===== src/rtl/vmask_mover.sv =====
module vmask_mover #(
  parameter int AW = 32
) (
  input  logic          clk,
  input  logic          rst_n,
  input  logic          start,
  input  logic          op_store,
  input  logic          op_wide,
  input  logic          op_qword,
  input  logic [255:0]  mask_vec,
  input  logic [255:0]  store_vec,
  input  logic [AW-1:0] base_addr,
  output logic          busy,
  output logic          done,
  output logic          fault,
  output logic          fault_align,
  output logic [2:0]    fault_lane,
  output logic [255:0]  result,
  output logic          mem_req,
  output logic          mem_we,
  output logic          mem_qword,
  output logic [AW-1:0] mem_addr,
  output logic [63:0]   mem_wdata,
  input  logic          mem_ack,
  input  logic          mem_fault,
  input  logic [63:0]   mem_rdata
);
  localparam int NL = 8;
  localparam int QL = NL / 2;

  logic [NL-1:0]  pend_q, en_w, pend_nx;
  logic           st_q, q_q;
  logic [AW-1:0]  base_q;
  logic [255:0]   data_q, acc_q, acc_nx;
  logic [2:0]     lane;
  logic [5:0]     off;
  logic           mis, last;

  always_comb begin
    en_w = '0;
    for (int i = 0; i < QL; i++)
      if (op_qword && (op_wide || i < QL / 2)) en_w[i] = mask_vec[64*i+63];
    for (int i = 0; i < NL; i++)
      if (!op_qword && (op_wide || i < QL)) en_w[i] = mask_vec[32*i+31];
  end

  assign mis = op_qword ? |base_addr[2:0] : |base_addr[1:0];

  always_comb begin
    lane = '0;
    for (int i = NL - 1; i >= 0; i--)
      if (pend_q[i]) lane = 3'(i);
  end

  assign busy      = |pend_q;
  assign mem_req   = busy;
  assign mem_we    = st_q;
  assign mem_qword = q_q;
  assign off       = q_q ? {lane, 3'b000} : {1'b0, lane, 2'b00};
  assign mem_addr  = base_q + AW'(off);
  assign mem_wdata = q_q ? data_q[64*lane[1:0] +: 64] : {32'b0, data_q[32*lane +: 32]};
  assign pend_nx   = pend_q & ~(NL'(1) << lane);
  assign last      = (pend_nx == '0);

  always_comb begin
    acc_nx = acc_q;
    if (q_q) acc_nx[64*lane[1:0] +: 64] = mem_rdata;
    else     acc_nx[32*lane +: 32]      = mem_rdata[31:0];
  end

  always_ff @(posedge clk or negedge rst_n) begin
    if (!rst_n) begin
      pend_q <= '0; st_q <= 1'b0; q_q <= 1'b0; base_q <= '0;
      data_q <= '0; acc_q <= '0; result <= '0;
      done <= 1'b0; fault <= 1'b0; fault_align <= 1'b0; fault_lane <= '0;
    end else begin
      done <= 1'b0;
      if (start && !busy) begin
        fault <= 1'b0; fault_align <= 1'b0; fault_lane <= '0;
        st_q <= op_store; q_q <= op_qword; base_q <= base_addr;
        data_q <= store_vec; acc_q <= '0;
        if (mis) begin
          done <= 1'b1; fault <= 1'b1; fault_align <= 1'b1;
        end else if (en_w == '0) begin
          done <= 1'b1;
          if (!op_store) result <= '0;
        end else begin
          pend_q <= en_w;
        end
      end else if (mem_req && mem_ack) begin
        if (mem_fault) begin
          pend_q <= '0; done <= 1'b1; fault <= 1'b1; fault_lane <= lane;
        end else begin
          pend_q <= pend_nx;
          if (!st_q) acc_q <= acc_nx;
          if (last) begin
            done <= 1'b1;
            if (!st_q) result <= acc_nx;
          end
        end
      end
    end
  end

  a_r2_req_hold: assert property (@(posedge clk) disable iff (!rst_n)
    mem_req && !mem_ack |=> mem_req && $stable(mem_addr) && $stable(mem_we));

  a_r2_ascending: assert property (@(posedge clk) disable iff (!rst_n)
    mem_req && mem_ack && !mem_fault |=> !mem_req || (mem_addr > $past(mem_addr)));

  a_r8_fault_stops: assert property (@(posedge clk) disable iff (!rst_n)
    mem_req && mem_ack && mem_fault |=> !mem_req && fault && done && !fault_align);

  a_r6_zero_mask: assert property (@(posedge clk) disable iff (!rst_n)
    start && !busy && !mis && en_w == '0 |=> !mem_req && done && !fault);

  a_r9_align: assert property (@(posedge clk) disable iff (!rst_n)
    start && !busy && mis |=> !mem_req && done && fault_align);

  a_r10_done_idle: assert property (@(posedge clk) disable iff (!rst_n)
    done |-> !busy);
endmodule


===== config.mk =====
export PLATFORM = sky130hd
export DESIGN_NAME = vmask_mover
export DESIGN_NICKNAME = d
export VERILOG_FILES = /design/src/rtl/vmask_mover.sv
export SDC_FILE = /design/constraint.sdc
export NUM_CORES = 2
export LEC_CHECK = 0
export BUFFER_PORTS_ARGS = -buffer_cell sky130_fd_sc_hd__buf_4
export CELL_PAD_IN_SITES_DETAIL_PLACEMENT = 1
export CELL_PAD_IN_SITES_GLOBAL_PLACEMENT = 1
export CORE_AREA = 5 5 374 376
export CTS_CLUSTER_SIZE = 25
export DETAILED_ROUTE_END_ITERATION = 8
export DIE_AREA = 0 0 379 381
export GPL_ROUTABILITY_DRIVEN = 0
export PLACE_DENSITY_LB_ADDON = 0.1
export SYNTH_ARGS = -nofsm -noshare
export SYNTH_HDL_FRONTEND = slang
export SYNTH_SLANG_ARGS = --single-unit

===== constraint.sdc =====
create_clock -name clk -period 6 [get_ports clk]
set_clock_uncertainty 0.2 [all_clocks]
set_input_delay 0.3 -clock clk [delete_from_list [all_inputs] [get_ports clk]]
set_output_delay 0.3 -clock clk [all_outputs]
set_load 0.03 [all_outputs]

==> out/qor_table.md <==
| Group | Result | This run |
|---|---|---|
| status | Run status | completed |
| setup path | Largest driver fanout on the critical path | 23 |
| placement | Cell count after placement | 7468 |
| synthesis | Top_reg_cell synth | sky130_fd_sc_hd__dfrtp_1 |
| sta | Least-Margin Pin Slew | 1300 ps |
| min path | Hold Crit Class | primary input to asynchronous set/reset pin |
| final layout | Area of the multi-input gates | 0.0220 mm² |
| setup path | Cell with the biggest individual delay on the critical path | sky130_fd_sc_hd__dfrtp_1 |
| cts | CTS root buf | sky130_fd_sc_hd__clkbuf_16 |
| detailed routing | Starting DRC count in detailed routing | 3011 |
| final layout | Share of post-route cells with drive strength above 1 | 19.6% |
| setup path | Reg2Reg Capture Point | acc_q[233]$_DFFE_PN0P_ |
| setup path | Largest stage delay on the critical path | 480 ps |
| setup path | Arrival time reported for the critical path endpoint | 5190 ps |
| cts | Number of buffers created by CTS | 102 |
| detailed routing | Total number of vias | 44500 |
| detailed routing | Post-detailed-route wirelength per cell | 26.1 µm |
| run | Maxcap violations | 0 |
| synthesis | Sequential-to-total area share from yosys stat | 45.1% |
| global route | Maximum number of pins on one net before global-route repair | 215 |
| final layout | Total Nets Final | 6792 |
| final layout | Storage element area | 0.0204 mm² |
| cts | Maximum root-to-sink buffer count | 3 |
| cts | Total setup buffers inserted after CTS | 0 |
| sta | Final critical-path share of the clock period | 94.9% |
| cts | H-tree levels | 3 |
| detailed routing | Remaining antenna violation count | 0 |
| synthesis | Synthesized area | 0.0452 mm² |
| sta | Tmin final | 5690 ps |
| die | Floorplan core area | 0.136 mm² |
| final layout | Count of fill cells added during filler insertion | 15900 |
| sta | Final Hold Fails | 0 |
| cts | CTS tree | done |
| global route | Global-route wire length before repair | 311000 µm |
| cts | Clock edge transition at the registers on the reported setup and hold paths | 60 ps |
| placement | Placed Area | 0.0521 mm² |
| synthesis | EDFF count, synth | 0 |
| placement | IO buf count | 729 |
| synthesis | Net count after synthesis | 5969 |
| final layout | Final std cells w/o fill | 8071 |
| sta | Slew Limit Fails | 0 |
| global route | Aggregate global-route resource usage | 28.4% |
| synthesis | Total of warnings raised by yosys | 0 |
| sta | Number of endpoints failing setup at the final stage | 0 |
| detailed routing | Post-Route WL | 211000 µm |
| detailed routing | Via-per-instance ratio | 5.52 |
| synthesis | FF+latch count, synth | 816 |
| sta | Setup TNS Final | 0 ps |
| die | Area enclosed by the die boundary | 0.144 mm² |
| global route | Number of global-route vias before repair | 46000 |
| cts | Sinks on the clock net | 816 |
| synthesis | Cell type with the largest total area after synthesis | sky130_fd_sc_hd__dfrtp_1 |
| die | Site row count | 136 |
| detailed routing | Post-route DRC violation count | 0 |
| synthesis | Mapped Cells | 5340 |
| placement | DP HPWL | 137000 µm |
| final layout | Cell area after layout | 0.0596 mm² |
| setup path | R2r worst-path depth | 12 |
| final layout | Highest-count cells in the layout ignoring fill and taps | 1451 x sky130_fd_sc_hd__nand2_1, 815 x sky130_fd_sc_hd__dfrtp_1, 796 x sky130_fd_sc_hd__buf_4 |
| setup path | FF-to-FF Start | pend_q[7]$_DFFE_PN0P_ |
| cts | Skew-Pair Late Insertion Delay | 700 ps |
| synthesis | Area fraction of the dominant cell type after synthesis | 45.1% |
| setup path | Critical path class | flop to output pin |
| setup path | Crit-path cells | nor2b_1 -> o21a_1 -> nor2_4 -> inv_4 -> nand2_1 -> o21ai_0 -> ha_1 -> a21oi_1 -> o211ai_1 -> and2_1 -> nor2b_2 -> nand4_1 -> xnor2_1 -> buf_4 |
| setup path | Crit end category | output pin |
| setup path | Crit start category | flop |
| detailed routing | Detailed Routing Iterations Pass 1 | 5 |
| sta | Rel. slew slack | 13.6% |
| synthesis | Number of distinct standard cells referenced by the synthesized netlist | 76 |
| setup path | Critical path startpoint | pend_q[7]$_DFFE_PN0P_ |
| synthesis | Synthesized area per cell | 8.47 µm² |
| final layout | Synth-to-layout area growth | 31.8% |
| die | Total I/O pin count | 978 |
| sta | Max Freq | 176 MHz |
| final layout | Commonest non-fill, non-tap cell in the layout | sky130_fd_sc_hd__nand2_1 |
| global route | Grt ovf | 0 |
| pwr | Power density relative to cell area | 714 mW/mm² |
| die | Chip width | 379 µm |
| setup path | Reg-to-reg setup timing slack | 830 ps |
| die | Height of the die | 381 µm |
| synthesis | Cells taking the most area after synthesis | sky130_fd_sc_hd__dfrtp_1 45%, sky130_fd_sc_hd__nand2_1 12%, sky130_fd_sc_hd__o21ai_0 5.2%, sky130_fd_sc_hd__clkbuf_1 3.2%, sky130_fd_sc_hd__a21oi_1 2.8% |
| pwr | Leakage power of the design | 28.2 nW |
| pwr | VDD IR-drop max | 0.890 mV |
| die | Starting utilization of the core area | 33.2% |
| global route | Initial antenna violation count | 46 |
| synthesis | Async set-or-reset flop fraction in the synthesized netlist | 100% |
| setup path | Required time worst endpoint | 5500 ps |
| sta | RSZ-0062 raised after global routing | false |
-- final cells by class --
type,instances,share of cell area [%]
antenna,27,0.113
clock buffer,157,5.39
clock inverter,34,0.636
inverter,283,1.79
multi-input combinational,3760,36.9
sequential,816,34.3
tap,1794,3.77
timing repair buffer,1200,17.1
-- sequential cells by signal, indices dropped and copies added (netlist names) --
| register | flops |
|---|---|
| result | 256 |
| data_q | 256 |
| mem_we | 1 |
| fault_lane | 3 |
| acc_q | 256 |
| fault | 1 |
| base_q | 32 |
| pend_q | 8 |
| mem_qword | 1 |
| fault_align | 1 |
| done | 1 |
-- cells by family after synthesis --
logic type      Yosys count  share of synthesized area (%)
compound gates         1390                           20.4
xor+xnor                 28                          0.542
fa+ha+maj                13                          0.376
buf+inv                 764                           6.68
flops                   816                           45.1
mux                     317                           8.07
simple gates           2012                           18.8
-- Yosys cell counts, types with 34 or more instances --
master	count
sky130_fd_sc_hd__nand3_1	95
sky130_fd_sc_hd__nor3_1	120
sky130_fd_sc_hd__o22ai_1	35
sky130_fd_sc_hd__o2bb2ai_1	67
sky130_fd_sc_hd__a211oi_1	48
sky130_fd_sc_hd__and3_1	40
sky130_fd_sc_hd__mux2_1	34
sky130_fd_sc_hd__a311o_1	41
sky130_fd_sc_hd__inv_1	281
sky130_fd_sc_hd__clkbuf_1	390
sky130_fd_sc_hd__a21oi_1	251
sky130_fd_sc_hd__mux2i_1	116
sky130_fd_sc_hd__nand2_1	1453
sky130_fd_sc_hd__nor2_1	138
sky130_fd_sc_hd__mux2_4	60
sky130_fd_sc_hd__a22o_1	55
sky130_fd_sc_hd__dfrtp_1	816
sky130_fd_sc_hd__mux2_2	107
sky130_fd_sc_hd__buf_2	46
sky130_fd_sc_hd__a21o_1	60
sky130_fd_sc_hd__o21ai_0	470
-- how the worst max path moves through the flow --
stage	to	slack (ps)	cells after the start
2_1_floorplan	mem_addr[25]	1480	16
3_3_place_gp	mem_addr[25]	700	14
3_5_place_dp	mem_addr[25]	620	14
4_1_cts	mem_addr[25]	50	14
5_1_grt	mem_addr[25]	140	14
6_report	mem_addr[25]	310	14
-- stage by stage --
step	utilization (%)	hold slack, ps	total power, mW	worst slack [ps]
6_report	43.7	53.1	42.5	307
5_1_grt	43.7	101	45.3	140
4_1_cts	43.6	5.75	42.8	47.9
2_1_floorplan	-	-196	25.9	1480
3_5_place_dp	38.2	274	35.7	625
3_3_place_gp	38.2	264	35.2	696
-- worst max-delay path: cells and delay by family, from the launching register on --
family                     cells  cell delay [ps]
DFF                            1              480
xor gates and xnor gates       1              450
buffers and inverters          2              460
AOI/OAI and AO/OA              4             1000
and+or+nand+nor                6             1730
adders and majority gates      1              340
-- report_power, final --
group / switching [mW] / internal [mW]
logic: 17.2 / 8.52
registers: 2.22 / 7.97
clock network: 2.64 / 3.97
-- metal layers --
metal  global-route usage (%)  up-vias  routed length (µm)
li1                         -    20200                   -
met1                     37.4    22700               91300
met2                     46.6     1236               99100
met3                     6.33      290               13900
met4                     8.51       36                6390
met5                        0        -                 230
-- timing repair --
action / in CTS / in global routing
endpoints found under the setup margin: 2 / 7
endpoints found under the hold margin: 808 / 0
hold buffers: 385 / 0
cloned: 0 / 0
gates resized for setup: 1 / 2
Power figures use the tool's default switching activity.
